[src/rtl/va_xlate_pkg.sv]
package va_xlate_pkg;

    localparam int AW       = 32;
    localparam int PAGE_LSB = 10;
    localparam int VPN_W    = AW - PAGE_LSB;
    localparam int CODE_W   = 4;

    typedef enum logic [CODE_W-1:0] {
        XC_NONE     = 4'd0,
        XC_ADDR_RD  = 4'd1,
        XC_ADDR_WR  = 4'd2,
        XC_MISS_RD  = 4'd3,
        XC_MISS_WR  = 4'd4,
        XC_PROT_RD  = 4'd5,
        XC_PROT_WR  = 4'd6,
        XC_FIRST_WR = 4'd7,
        XC_MULTI    = 4'd8
    } xc_code_e;

    typedef enum logic [1:0] {
        RT_RAW,
        RT_LOW,
        RT_ERR,
        RT_LOOKUP
    } route_e;

    typedef struct packed {
        logic [AW-1:0] ppn;
        logic [1:0]    size;
        logic          user;
        logic          writable;
        logic          dirty;
    } tlb_ent_t;

    typedef struct packed {
        logic          fault;
        xc_code_e      code;
        logic [AW-1:0] paddr;
    } xlate_res_t;

    localparam logic [AW-1:0] LOW_MASK = 32'h1FFF_FFFF;

    function automatic logic [AW-1:0] page_mask(input logic [1:0] size);
        logic [AW-1:0] m;
        case (size)
            2'd0:    m = {{(AW-10){1'b1}}, 10'b0};
            2'd1:    m = {{(AW-12){1'b1}}, 12'b0};
            2'd2:    m = {{(AW-16){1'b1}}, 16'b0};
            default: m = {{(AW-20){1'b1}}, 20'b0};
        endcase
        return m;
    endfunction

    function automatic logic tlb_class(input xc_code_e c);
        return (c >= XC_MISS_RD) && (c <= XC_MULTI);
    endfunction

endpackage

[src/rtl/va_perm_check.sv]
module va_perm_check
    import va_xlate_pkg::*;
(
    input  logic [AW-1:0] addr,
    input  logic          write,
    input  logic          priv,
    input  logic          hit,
    input  logic          multi,
    input  tlb_ent_t      ent,
    output xlate_res_t    res
);
    logic [AW-1:0] mask;
    logic          wr_ok;

    always_comb begin
        mask       = page_mask(ent.size);
        wr_ok      = priv ? ent.writable : (ent.writable && ent.user);
        res.fault  = 1'b1;
        res.paddr  = '0;
        res.code   = XC_NONE;
        if (multi)
            res.code = XC_MULTI;
        else if (!hit)
            res.code = write ? XC_MISS_WR : XC_MISS_RD;
        else if (!write && !priv && !ent.user)
            res.code = XC_PROT_RD;
        else if (write && !wr_ok)
            res.code = XC_PROT_WR;
        else if (write && !ent.dirty)
            res.code = XC_FIRST_WR;
        else begin
            res.fault = 1'b0;
            res.paddr = (ent.ppn & mask) | (addr & ~mask);
        end
    end
endmodule

[config.mk]
export PLATFORM = sky130hd
export DESIGN_NAME = va_perm_check
export DESIGN_NICKNAME = d
export VERILOG_FILES = /design/src/rtl/va_xlate_pkg.sv /design/src/rtl/va_perm_check.sv
export SDC_FILE = /design/constraint.sdc
export NUM_CORES = 1
export LEC_CHECK = 0
export ABC_CLOCK_PERIOD_IN_PS = 1200
export CAP_MARGIN = 20
export CELL_PAD_IN_SITES_DETAIL_PLACEMENT = 0
export CELL_PAD_IN_SITES_GLOBAL_PLACEMENT = 1
export CORE_ASPECT_RATIO = 1.2
export CORE_MARGIN = 1
export CORE_UTILIZATION = 11
export DETAILED_ROUTE_END_ITERATION = 8
export GPL_TIMING_DRIVEN = 0
export PLACE_DENSITY_LB_ADDON = 0.25
export SYNTH_ARGS = -nofsm -noshare
export SYNTH_HDL_FRONTEND = slang
export SYNTH_SLANG_ARGS = --single-unit
[constraint.sdc]
create_clock -name vclk -period 1.2
set_input_delay 0.24 -clock vclk [all_inputs]
set_output_delay 0.24 -clock vclk [all_outputs]
set_load 0.02 [all_outputs]
Yosys cells after proc, flatten, opt, wreduce, memory -nomap -nowiden
Cells that the tools add are included.
{ "word_totals": {"inputBits": 73, "mem_count": 0, "ff_bits": 0, "mem_bits_rw": 0, "latch_bits": 0, "rom_bits": 0, "output_inout_bits": 37} }
{ "classes": {"eq_ne": 2, "bitwise": 4, "reduce_logical": 11, "mul": 0, "div_mod_pow": 0, "magnitude_cmp": 0, "shifts": 0, "add_sub_neg": 0, "n_mux": 18} }
{ "ops": {"columns": ["cell", "n"], "rows": [
  ["two-way mux 32 bit", 5],
  ["bitwise AND 32 bit", 2],
  ["one-hot mux 20 bit (3 select lines)", 1],
  ["inverter 32 bit", 1],
  ["bitwise OR 32 bit", 1],
  ["two-way mux 3 bit", 5],
  ["two-way mux 1 bit", 6],
  ["logical AND 1 bit", 5],
  ["zero test 1 bit", 5],
  ["two-way mux 4 bit", 1],
  ["== test 2 x 1 -> 1 bit, second input constant", 1],
  ["== test 2 bit, second input constant", 1],
  ["zero test 2 bit", 1]
]} }

Logic depth before layout (Yosys ltp)
Gate-level depths: netlist (run 1).
{ "logic_depth": {"word_depth": 10, "mapped_depth": 4} }

Least setup slack after synthesis (run 1)
Ideal clock, no wire load.
{ "synth_timing": {"path_kind": "input -> output", "startpoint": "input multi", "endpoint": "output res[20] (netlist bit)", "slack_ns": -0.449, "n_path_buf": 2, "t_arrival_ns": 1.409, "path_stages": 3, "required_time_ns": 0.960, "cell_sequence": "buf_2 -> clkbuf_1 -> nor4b_1"} }
{ "synth_rtl": {"columns": ["element", "line", "text"], "rows": [
  ["start: declaration", "va_perm_check.sv:8", "input logic multi,"],
  ["end: declaration", "va_perm_check.sv:10", "output xlate_res_t res"]
]} }

==> reports/qor.txt, run 1 <==
Share of the synthesized area in the top cell type - 31.4%
Setup Crit Path Kind - in2out
Largest net degree at the start of global routing - 11
Peak supply drop - 0.000174 V
Fraction of layout instances using a drive strength above 1 - 74.3%
Antenna-violating nets left - 0
Unique masters post-synth - 23
Vias in the first global route - 1,211
Port bufs - 87
Core ar. - 5330 µm²
Die H - 83.9 µm
First-pass GRT wire length - 6220 µm
Mapped Nets - 146
Tot GR Track Use - 12.7%
Status - finished with violations
Vias per cell - 4.56
Worst hold path type - in2out
Initial antenna violation count - 0
Post-CTS Hold Fix Bufs - 0
Req. time, crit path - 0.96 ns
Inserted Diodes - 0
DR iter-0 viols - 3
CP max FO - 3
PwrDens - 360 nW/µm²
Leakage - 1.05 nW
Drt drc - 0
Fin nets - 254
Commonest non-fill, non-tap cell in the layout - buf_4
Starting density of the core - 11.5%
CP startpoint kind - primary input
FFs & Latches - 0
Worst-margin pin slew - 0.274 ns
Post-Syn Area - 614 µm²
Post-synthesis sequential area ratio - 0%
Relative slew margins - 81.7%
Yosys Warn Count - 0
Synthesized area per cell - 8.42 µm²
Max cap viols - 0
Worst setup margin - -0.258 ns
# rows - 29
GP Congestion - 0.748
Crit path DAT - 1.22 ns
Final setup vio count - 36
Drt first pass iters - 2
Most frequent cells in the layout - buf_4 (40), nor4b_4 (22), clkdlybuf4s50_1 (22)
Die Area - 5890 µm²
Largest area contributor in the synthesized netlist - nor4b_1
Die W - 70.2 µm
# clk buffers - 0
Hold Fails Final Rpt - 0
Area growth syn-to-layout - 310%
F_max - 686 MHz
Avg WL per Cell - 15.9 µm
Fin util - 47.2%
Minimum period implied by the final worst setup slack - 1.46 ns
Crit. End Element - primary output
Register area - 0 µm²
I/O pin total - 110
Max Transition Viols Final - 0
Main area contributors after synthesis - nor4b_1 (31%), a2111oi_2 (15%), a21bo_2 (6.5%)
Unrepaired setup endpoints after global routing - yes
Detailed Place HPWL - 2840 µm
Routed vias - 1,098
Final Power - 0.908 mW
Cell count after synthesis - 73
Tcrit/Tclk final - 122%
WL final - 3830 µm
Failing checks - setup timing
Grt total ovfl - 0
==> timing repair <==
| item | 4_1_cts | 5_1_grt |
|---|---|---|
| resized for setup | 288 | 18 |
| pin swaps | 31 | 26 |
| setup buffers | 17 | 3 |
| endpoints found under the setup margin | 36 | 36 |
| gates cloned | 5 | 0 |
==> Yosys cell counts <==
cell type,count
a2111oi_2,6
a211oi_1,1
a21bo_2,4
a21boi_4,1
buf_2,8
buf_4,2
buf_6,1
clkbuf_1,2
inv_1,1
mux2_2,1
mux2i_1,4
nand3_1,4
nor2_1,1
nor4_1,4
nor4b_1,22
nor4bb_1,1
o211a_1,2
o21ai_1,2
o21ai_2,1
or2_2,1
or3_1,1
or3b_1,2
xor2_1,1
==> through the flow <==
step                      worst slack [ns]  cells  area (µm²)  setup TNS [ns]  hold slack [ns]
after floorplan                     -0.129     73        1270           -1.21            0.593
after global placement               -1.35    222        2220          -43.96             1.11
after detailed placement             -1.40    222        2220          -45.18             1.12
after CTS                           -0.318    241        2490           -7.63            0.841
after global routing                -0.296    241        2520           -7.90            0.843
final                               -0.258    241        2520           -6.52            0.833
==> kinds of logic (layout without fill, tap and decap cells) <==
| kind of cell | Yosys count | count (layout) | synth area share, % |
|---|---|---|---|
| simple gates | 36 | 36 | 45.8 |
| compound gates | 17 | 17 | 31.8 |
| buf+inv | 14 | 120 | 12.6 |
| mux | 5 | 5 | 8.35 |
| xor+xnor | 1 | 1 | 1.43 |
==> power breakdown <==
group | switching, mW | leakage (nW) | total [mW] | internal (mW)
Combinational | 0.386 | 1.05 | 0.908 | 0.521
Clock | 0 | 0 | 0 | 0
Sequential | 0 | 0 | 0 | 0
==> area by class of cell <==
class                           count  area, µm²
Fill cell                         478       2820
Inverter                            1       3.75
Tap cell                           62       77.6
Timing Repair Buffer              109       1140
Multi-Input combinational cell     59       1110
Buffer                             10        193
==> worst paths after layout <==
kind   start       to  slack (ns)  cells past startpoint
max   ent[3]  res[11]       -0.26                      4
min    multi  res[10]        0.83                      3
==> routing by layer <==
metal,share of wire (%),vias up,wire (µm),track usage [%]
li1,-,522,-,-
met1,37,531,1410,14.8
met2,58,45,2220,25.6
met3,5.2,0,198,1.21
met4,0,0,0,0
met5,0,-,0,0
==> critical path, cell delays in order <==
cell       delay, ns
buf_8           0.10
or3b_4          0.40
a2111oi_4       0.29
buf_4           0.19
Power figures use the tool's default switching activity.
==> run 2: changes to the inputs <==
--- a/config.mk
+++ b/config.mk
@@ -5,12 +5,13 @@
 export SDC_FILE = /design/constraint.sdc
 export NUM_CORES = 1
 export LEC_CHECK = 0
+export ABC_AREA = 0
 export ABC_CLOCK_PERIOD_IN_PS = 1200
 export CAP_MARGIN = 20
 export CELL_PAD_IN_SITES_DETAIL_PLACEMENT = 0
 export CELL_PAD_IN_SITES_GLOBAL_PLACEMENT = 1
 export CORE_ASPECT_RATIO = 1.2
-export CORE_MARGIN = 1
+export CORE_MARGIN = 2
 export CORE_UTILIZATION = 11
 export DETAILED_ROUTE_END_ITERATION = 8
 export GPL_TIMING_DRIVEN = 0
==> run 2 against run 1 <==
The run still ends with setup timing left. Sequential cell count is the same. Via count is 2.8% lower. Die area rose by 5.3%. First-iteration DRC count rose to 4.7 times the previous value. Cell count shrank 0.41%. Utilization fell by 0.16 points. Non-clock buffer count decreased by 1. Critical path depth did not move. Count of clock-buffer cells in the layout did not move. Worst hold slack worse by 0.0041 ns.
==> reports/qor.txt, run 2 (synthesis results as in run 1) <==
Grt total ovfl - 0 (unchanged)
Drt drc - 0 (unchanged)
Die H - 85.9 µm (+2.4%)
Max Transition Viols Final - 0 (unchanged)
Tcrit/Tclk final - 122% (+0.51 points)
Unrepaired setup endpoints after global routing - yes
CP cell instances - buf_8 -> or3b_4 -> a2111oi_4 -> buf_4
Register share of total power - 0% (unchanged)
Pint - 0.524 mW (+0.53%)
Crit path DAT - 1.22 ns (about the same)
Crit. End Element - primary output
Commonest non-fill, non-tap cell in the layout - buf_4
PwrDens - 361 nW/µm² (+0.25%)
Max incr delay on CP - 0.39 ns (about the same)
Die Area - 6200 µm² (+5.3%)
Port bufs - 87 (unchanged)
Post-route cell area - 2510 µm² (-0.35%)
DR iter-0 viols - 14 (+11)
Worst hold path type - in2out
Largest net degree at the start of global routing - 11 (unchanged)
CP startpoint kind - primary input
Register area - 0 µm² (unchanged)
Placed Area - 2220 µm² (unchanged)
Failing checks - setup timing
Worst-margin pin slew - 0.324 ns (+0.0503 ns)
Fin util - 47.1% (-0.16 points)
First-pass GRT wire length - 5840 µm (-6.0%)
Comb pwr share - 100.0% (about the same)
Setup Crit Path Kind - in2out
Avg WL per Cell - 15.7 µm (-1.5%)
Leakage - 1.02 nW (-3.2%)
Inserted Diodes - 0 (unchanged)
Buf/Inv on CP - 2 (unchanged)
Peak supply drop - 0.000194 V (+11%)
Worst setup margin - -0.265 ns (-0.00611 ns)
F_max - 683 MHz (-0.42%)
Req. time, crit path - 0.96 ns (about the same)
I/O pin total - 110 (unchanged)
Vias per cell - 4.45 (-2.4%)
Tot GR Track Use - 11.6% (-1.1 points)
Sw power - 0.383 mW (-0.95%)
Minimum period implied by the final worst setup slack - 1.46 ns (+0.00611 ns)
Fraction of layout instances using a drive strength above 1 - 74.2% (-0.14 points)
Layout fillers - 497 (+4.0%)
CP max stage cell - or3b_4
Detailed Place HPWL - 2850 µm (about the same)
Final setup vio count - 36 (unchanged)
Post-CTS Hold Fix Bufs - 0 (unchanged)
Relative slew margins - 78.4% (-3.4 points)
Fin nets - 253 (-0.39%)
Max cap viols - 0 (unchanged)
Area growth syn-to-layout - 309%
Starting density of the core - 11.5% (unchanged)
# rows - 29 (unchanged)
Vias in the first global route - 1,112 (-8.2%)
FFs & Latches - 0 (unchanged)
Antenna-violating nets left - 0 (unchanged)
Hold Fails Final Rpt - 0 (unchanged)
WL final - 3760 µm (-1.9%)
# clk buffers - 0 (unchanged)
CP max FO - 3 (unchanged)
Clock Power Share - 0% (unchanged)
Switching Fraction - 42.2% (-0.36 points)
GP Congestion - 0.718 (-4.0%)
Drt first pass iters - 3 (+1)
Initial antenna violation count - 0 (unchanged)
Most frequent cells in the layout - buf_4 (40), clkdlybuf4s50_1 (23), nor4b_4 (22)
Die W - 72.2 µm (+2.8%)
Top delay family on crit path - simple AND/OR/NAND/NOR gates
Core ar. - 5330 µm² (unchanged)
Routed vias - 1,067 (-2.8%)
Status - finished with violations
==> run 2: cell types whose count changed in the layout (fill, tap and decap cells not counted), sizes merged <==
cell	previous run	this run
dlygate4sd2	14	16
clkbuf	2	3
dlymetal6s2s	5	1
buf	76	74
clkdlybuf4s15	0	1
clkdlybuf4s50	22	23
==> run 2: worst paths after layout <==
| kind | start | endpoint | slack, ns | depth (start not counted) |
|---|---|---|---|---|
| worst max-delay path | ent[3] | res[10] | -0.26 | 4 |
| worst min-delay path | multi | res[11] | 0.83 | 3 |
==> run 2: through the flow <==
stage / setup WS, ns / TNS [ns] / total power [mW] / cells / hold slack (ns)
final: -0.265 / -6.77 / 0.907 / 240 / 0.829
after global routing: -0.301 / -8.10 / 0.953 / 240 / 0.845
after CTS: -0.320 / -7.49 / 0.890 / 237 / 0.831
after detailed placement: -1.39 / -45.10 / 0.769 / 222 / 1.11
after global placement: -1.35 / -44.00 / 0.759 / 222 / 1.11
after floorplan: -0.129 / -1.21 / 0.467 / 73 / 0.593
==> run 2: timing repair <==
item,in CTS,in global routing
gates resized for setup,286,13
pin swaps,31,19
gates cloned,4,1
buffers inserted,13,3
endpoints found under the setup margin,36,36
==> run 2: area by class of cell <==
type	count	area (µm²)	share of cell area (%)
multi-input cells	59	1110	44.1
well taps	62	77.6	3.09
repair buffers	108	1130	45.2
plain buffers	10	189	7.53
inverters	1	3.75	0.150
==> run 2: power by group through the flow <==
stage	Sequential, mW	Combinational [mW]	Clock, mW
final	0	0.907	0
after global routing	0	0.953	0
after global placement	0	0.759	0
after CTS	0	0.890	0
after detailed placement	0	0.769	0
after floorplan	0	0.467	0
==> run 2: layer usage <==
metal	vias up	track usage, %	wire length, µm
li1	518	-	-
met1	503	14.8	1390
met2	46	22.6	2140
met3	0	0.118	229
met4	0	0	0
met5	-	0	0
==> run 3: changes to the inputs <==
--- a/config.mk
+++ b/config.mk
@@ -5,7 +5,6 @@
 export SDC_FILE = /design/constraint.sdc
 export NUM_CORES = 1
 export LEC_CHECK = 0
-export ABC_AREA = 0
 export ABC_CLOCK_PERIOD_IN_PS = 1200
 export CAP_MARGIN = 20
 export CELL_PAD_IN_SITES_DETAIL_PLACEMENT = 0
@@ -14,7 +13,7 @@
 export CORE_MARGIN = 2
 export CORE_UTILIZATION = 11
 export DETAILED_ROUTE_END_ITERATION = 8
-export GPL_TIMING_DRIVEN = 0
+export GPL_TIMING_DRIVEN = 1
 export PLACE_DENSITY_LB_ADDON = 0.25
 export SYNTH_ARGS = -nofsm -noshare
 export SYNTH_HDL_FRONTEND = slang
==> run 3 against run 2 <==
The run still ends with setup timing left. Combinational power up 3.6%. Routed wire length up 5.2%. Count of clock-buffer cells in the layout unchanged. Sequential share of layout area unchanged. Non-clock buffer count up 7. Power up 3.7%. Setup slack worse by 0.012 ns. Sequential cell count unchanged. Largest cell class unchanged. Highest routed layer is now met4.
==> reports/qor.txt, run 3 (synthesis results as in run 1) <==
FFs & Latches - 0 (unchanged)
Hold Crit Endpoint - res[5]
Placed cell count - 229 (+3.2%)
WL final - 3950 µm (+5.2%)
# clk buffers - 0 (unchanged)
Setup TNS - -7.13 ns (-0.353 ns)
Inserted Diodes - 0 (unchanged)
Clock Power Share - 0% (unchanged)
Worst hold path type - in2out
Register share of total power - 0% (unchanged)
Drt drc - 0 (unchanged)
Max cap viols - 0 (unchanged)
Register area - 0 µm² (unchanged)
PwrDens - 360 nW/µm² (-0.35%)
Detailed Place HPWL - 2780 µm (-2.3%)
CP startpoint kind - primary input
Met2 usage - 25.1% (+2.5 points)
Req. time, crit path - 0.96 ns (about the same)
Hold Fails Final Rpt - 0 (unchanged)
Fraction of layout instances using a drive strength above 1 - 75.1% (+0.98 points)
Drt first pass iters - 3 (unchanged)
Crit path DAT - 1.24 ns (+0.02 ns)
I/O pin total - 110 (unchanged)
Port bufs - 88 (+1.1%)
Failing checks - setup timing
Final setup vio count - 36 (unchanged)
Core ar. - 5330 µm² (unchanged)
Starting density of the core - 11.5% (unchanged)
Unrepaired setup endpoints after global routing - yes
Vias per cell - 4.49 (+1.1%)
Largest net degree at the start of global routing - 12 (+1)
Routed vias - 1,110 (+4.0%)
Minimum period implied by the final worst setup slack - 1.48 ns (+0.0122 ns)
Pint - 0.548 mW (+4.5%)
Peak supply drop - 0.000166 V (-14%)
Worst setup margin - -0.277 ns (-0.0122 ns)
Hold_sp - addr[5]
GP Congestion - 0.654 (-9.0%)
M3 GR Usage - 1.18% (+1.1 points)
Post-CTS Hold Fix Bufs - 0 (unchanged)
Multi-input logic area - 1110 µm² (+0.23%)
Initial antenna violation count - 0 (unchanged)
F_max - 677 MHz (-0.82%)
# rows - 29 (unchanged)
Worst-margin pin slew - 0.266 ns (-0.0583 ns)
Vias in the first global route - 1,199 (+7.8%)
Die H - 85.9 µm (unchanged)
Final Power - 0.940 mW (+3.7%)
Grt total ovfl - 0 (unchanged)
Met1 Track Usage GR - 13.5% (-1.3 points)
Area growth syn-to-layout - 325%
Most frequent cells in the layout - buf_4 (46), clkdlybuf4s50_1 (23), nor4b_4 (22)
Die Area - 6200 µm² (unchanged)
Setup Crit Path Kind - in2out
Switching Fraction - 41.7% (-0.47 points)
Tcrit/Tclk final - 123% (+1.0 points)
Die W - 72.2 µm (unchanged)
First-pass GRT wire length - 6100 µm (+4.4%)
Fin util - 49.0% (+1.9 points)
CP max FO - 7 (+4)
Max Transition Viols Final - 0 (unchanged)
Tot GR Track Use - 12.1% (+0.58 points)
Crit. End Element - primary output
Sw power - 0.392 mW (+2.5%)
Status - finished with violations
Comb pwr share - 100.0% (about the same)
Leakage - 1.14 nW (+12%)
Post-route insts no fill - 247 (+2.9%)
Commonest non-fill, non-tap cell in the layout - buf_4
DR iter-0 viols - 4 (-10)
Avg WL per Cell - 16.0 µm (+2.2%)
Most Crowded Layer GR - met2
Antenna-violating nets left - 0 (unchanged)
Hold path depth - 3 (unchanged)
Relative slew margins - 81.8% (+3.4 points)
Fin nets - 260 (+2.8%)
Layout fillers - 471 (-5.2%)
-- run 3: what timing repair did --
item	in CTS	in global routing
setup endpoints to repair	37	36
pin swaps	30	27
cloned	7	1
gates resized for setup	261	38
setup buffers	15	4
-- run 3: critical path: stages --
cell	delay [ns]
buf_12	0.11
or3b_4	0.40
a2111oi_4	0.29
buf_4	0.19
-- run 3: power groups by stage --
stage / logic (mW) / clock network [mW] / registers, mW
floorplan: 0.467 / 0 / 0
CTS: 0.937 / 0 / 0
finish: 0.940 / 0 / 0
global route: 0.988 / 0 / 0
global placement: 0.764 / 0 / 0
detailed placement: 0.772 / 0 / 0
-- run 3: final cells by class --
cell class	count	area share [%]
inverters	1	0.144
multi-input cells	59	42.5
well taps	62	2.97
repair buffers	125	54.4
-- run 3: per-layer routing --
metal | wire [µm] | part of all wire (%) | vias up
li1 | - | - | 534
met1 | 1410 | 36 | 526
met2 | 2230 | 56 | 48
met3 | 279 | 7.1 | 2
met4 | 32 | 0.81 | 0
met5 | 0 | 0 | -
-- run 3: how the worst max path moves through the flow --
stage          slack [ns]   start  depth (start not counted)  endpoint
3_5_place_dp        -1.21  ent[4]                          5   res[11]
6_report            -0.28  ent[4]                          4   res[10]
3_3_place_gp        -1.20  ent[4]                          5   res[11]
4_1_cts             -0.42  ent[4]                          5   res[10]
2_1_floorplan       -0.13  ent[4]                          2   res[11]
5_1_grt             -0.32   write                          6    res[8]
-- run 3: through the flow --
step	hold slack (ns)	cell area, µm²	worst slack, ns
global placement	1.22	2240	-1.20
detailed placement	1.22	2240	-1.21
CTS	0.886	2510	-0.420
finish	0.871	2610	-0.277
floorplan	0.593	1270	-0.129
global route	0.882	2610	-0.316
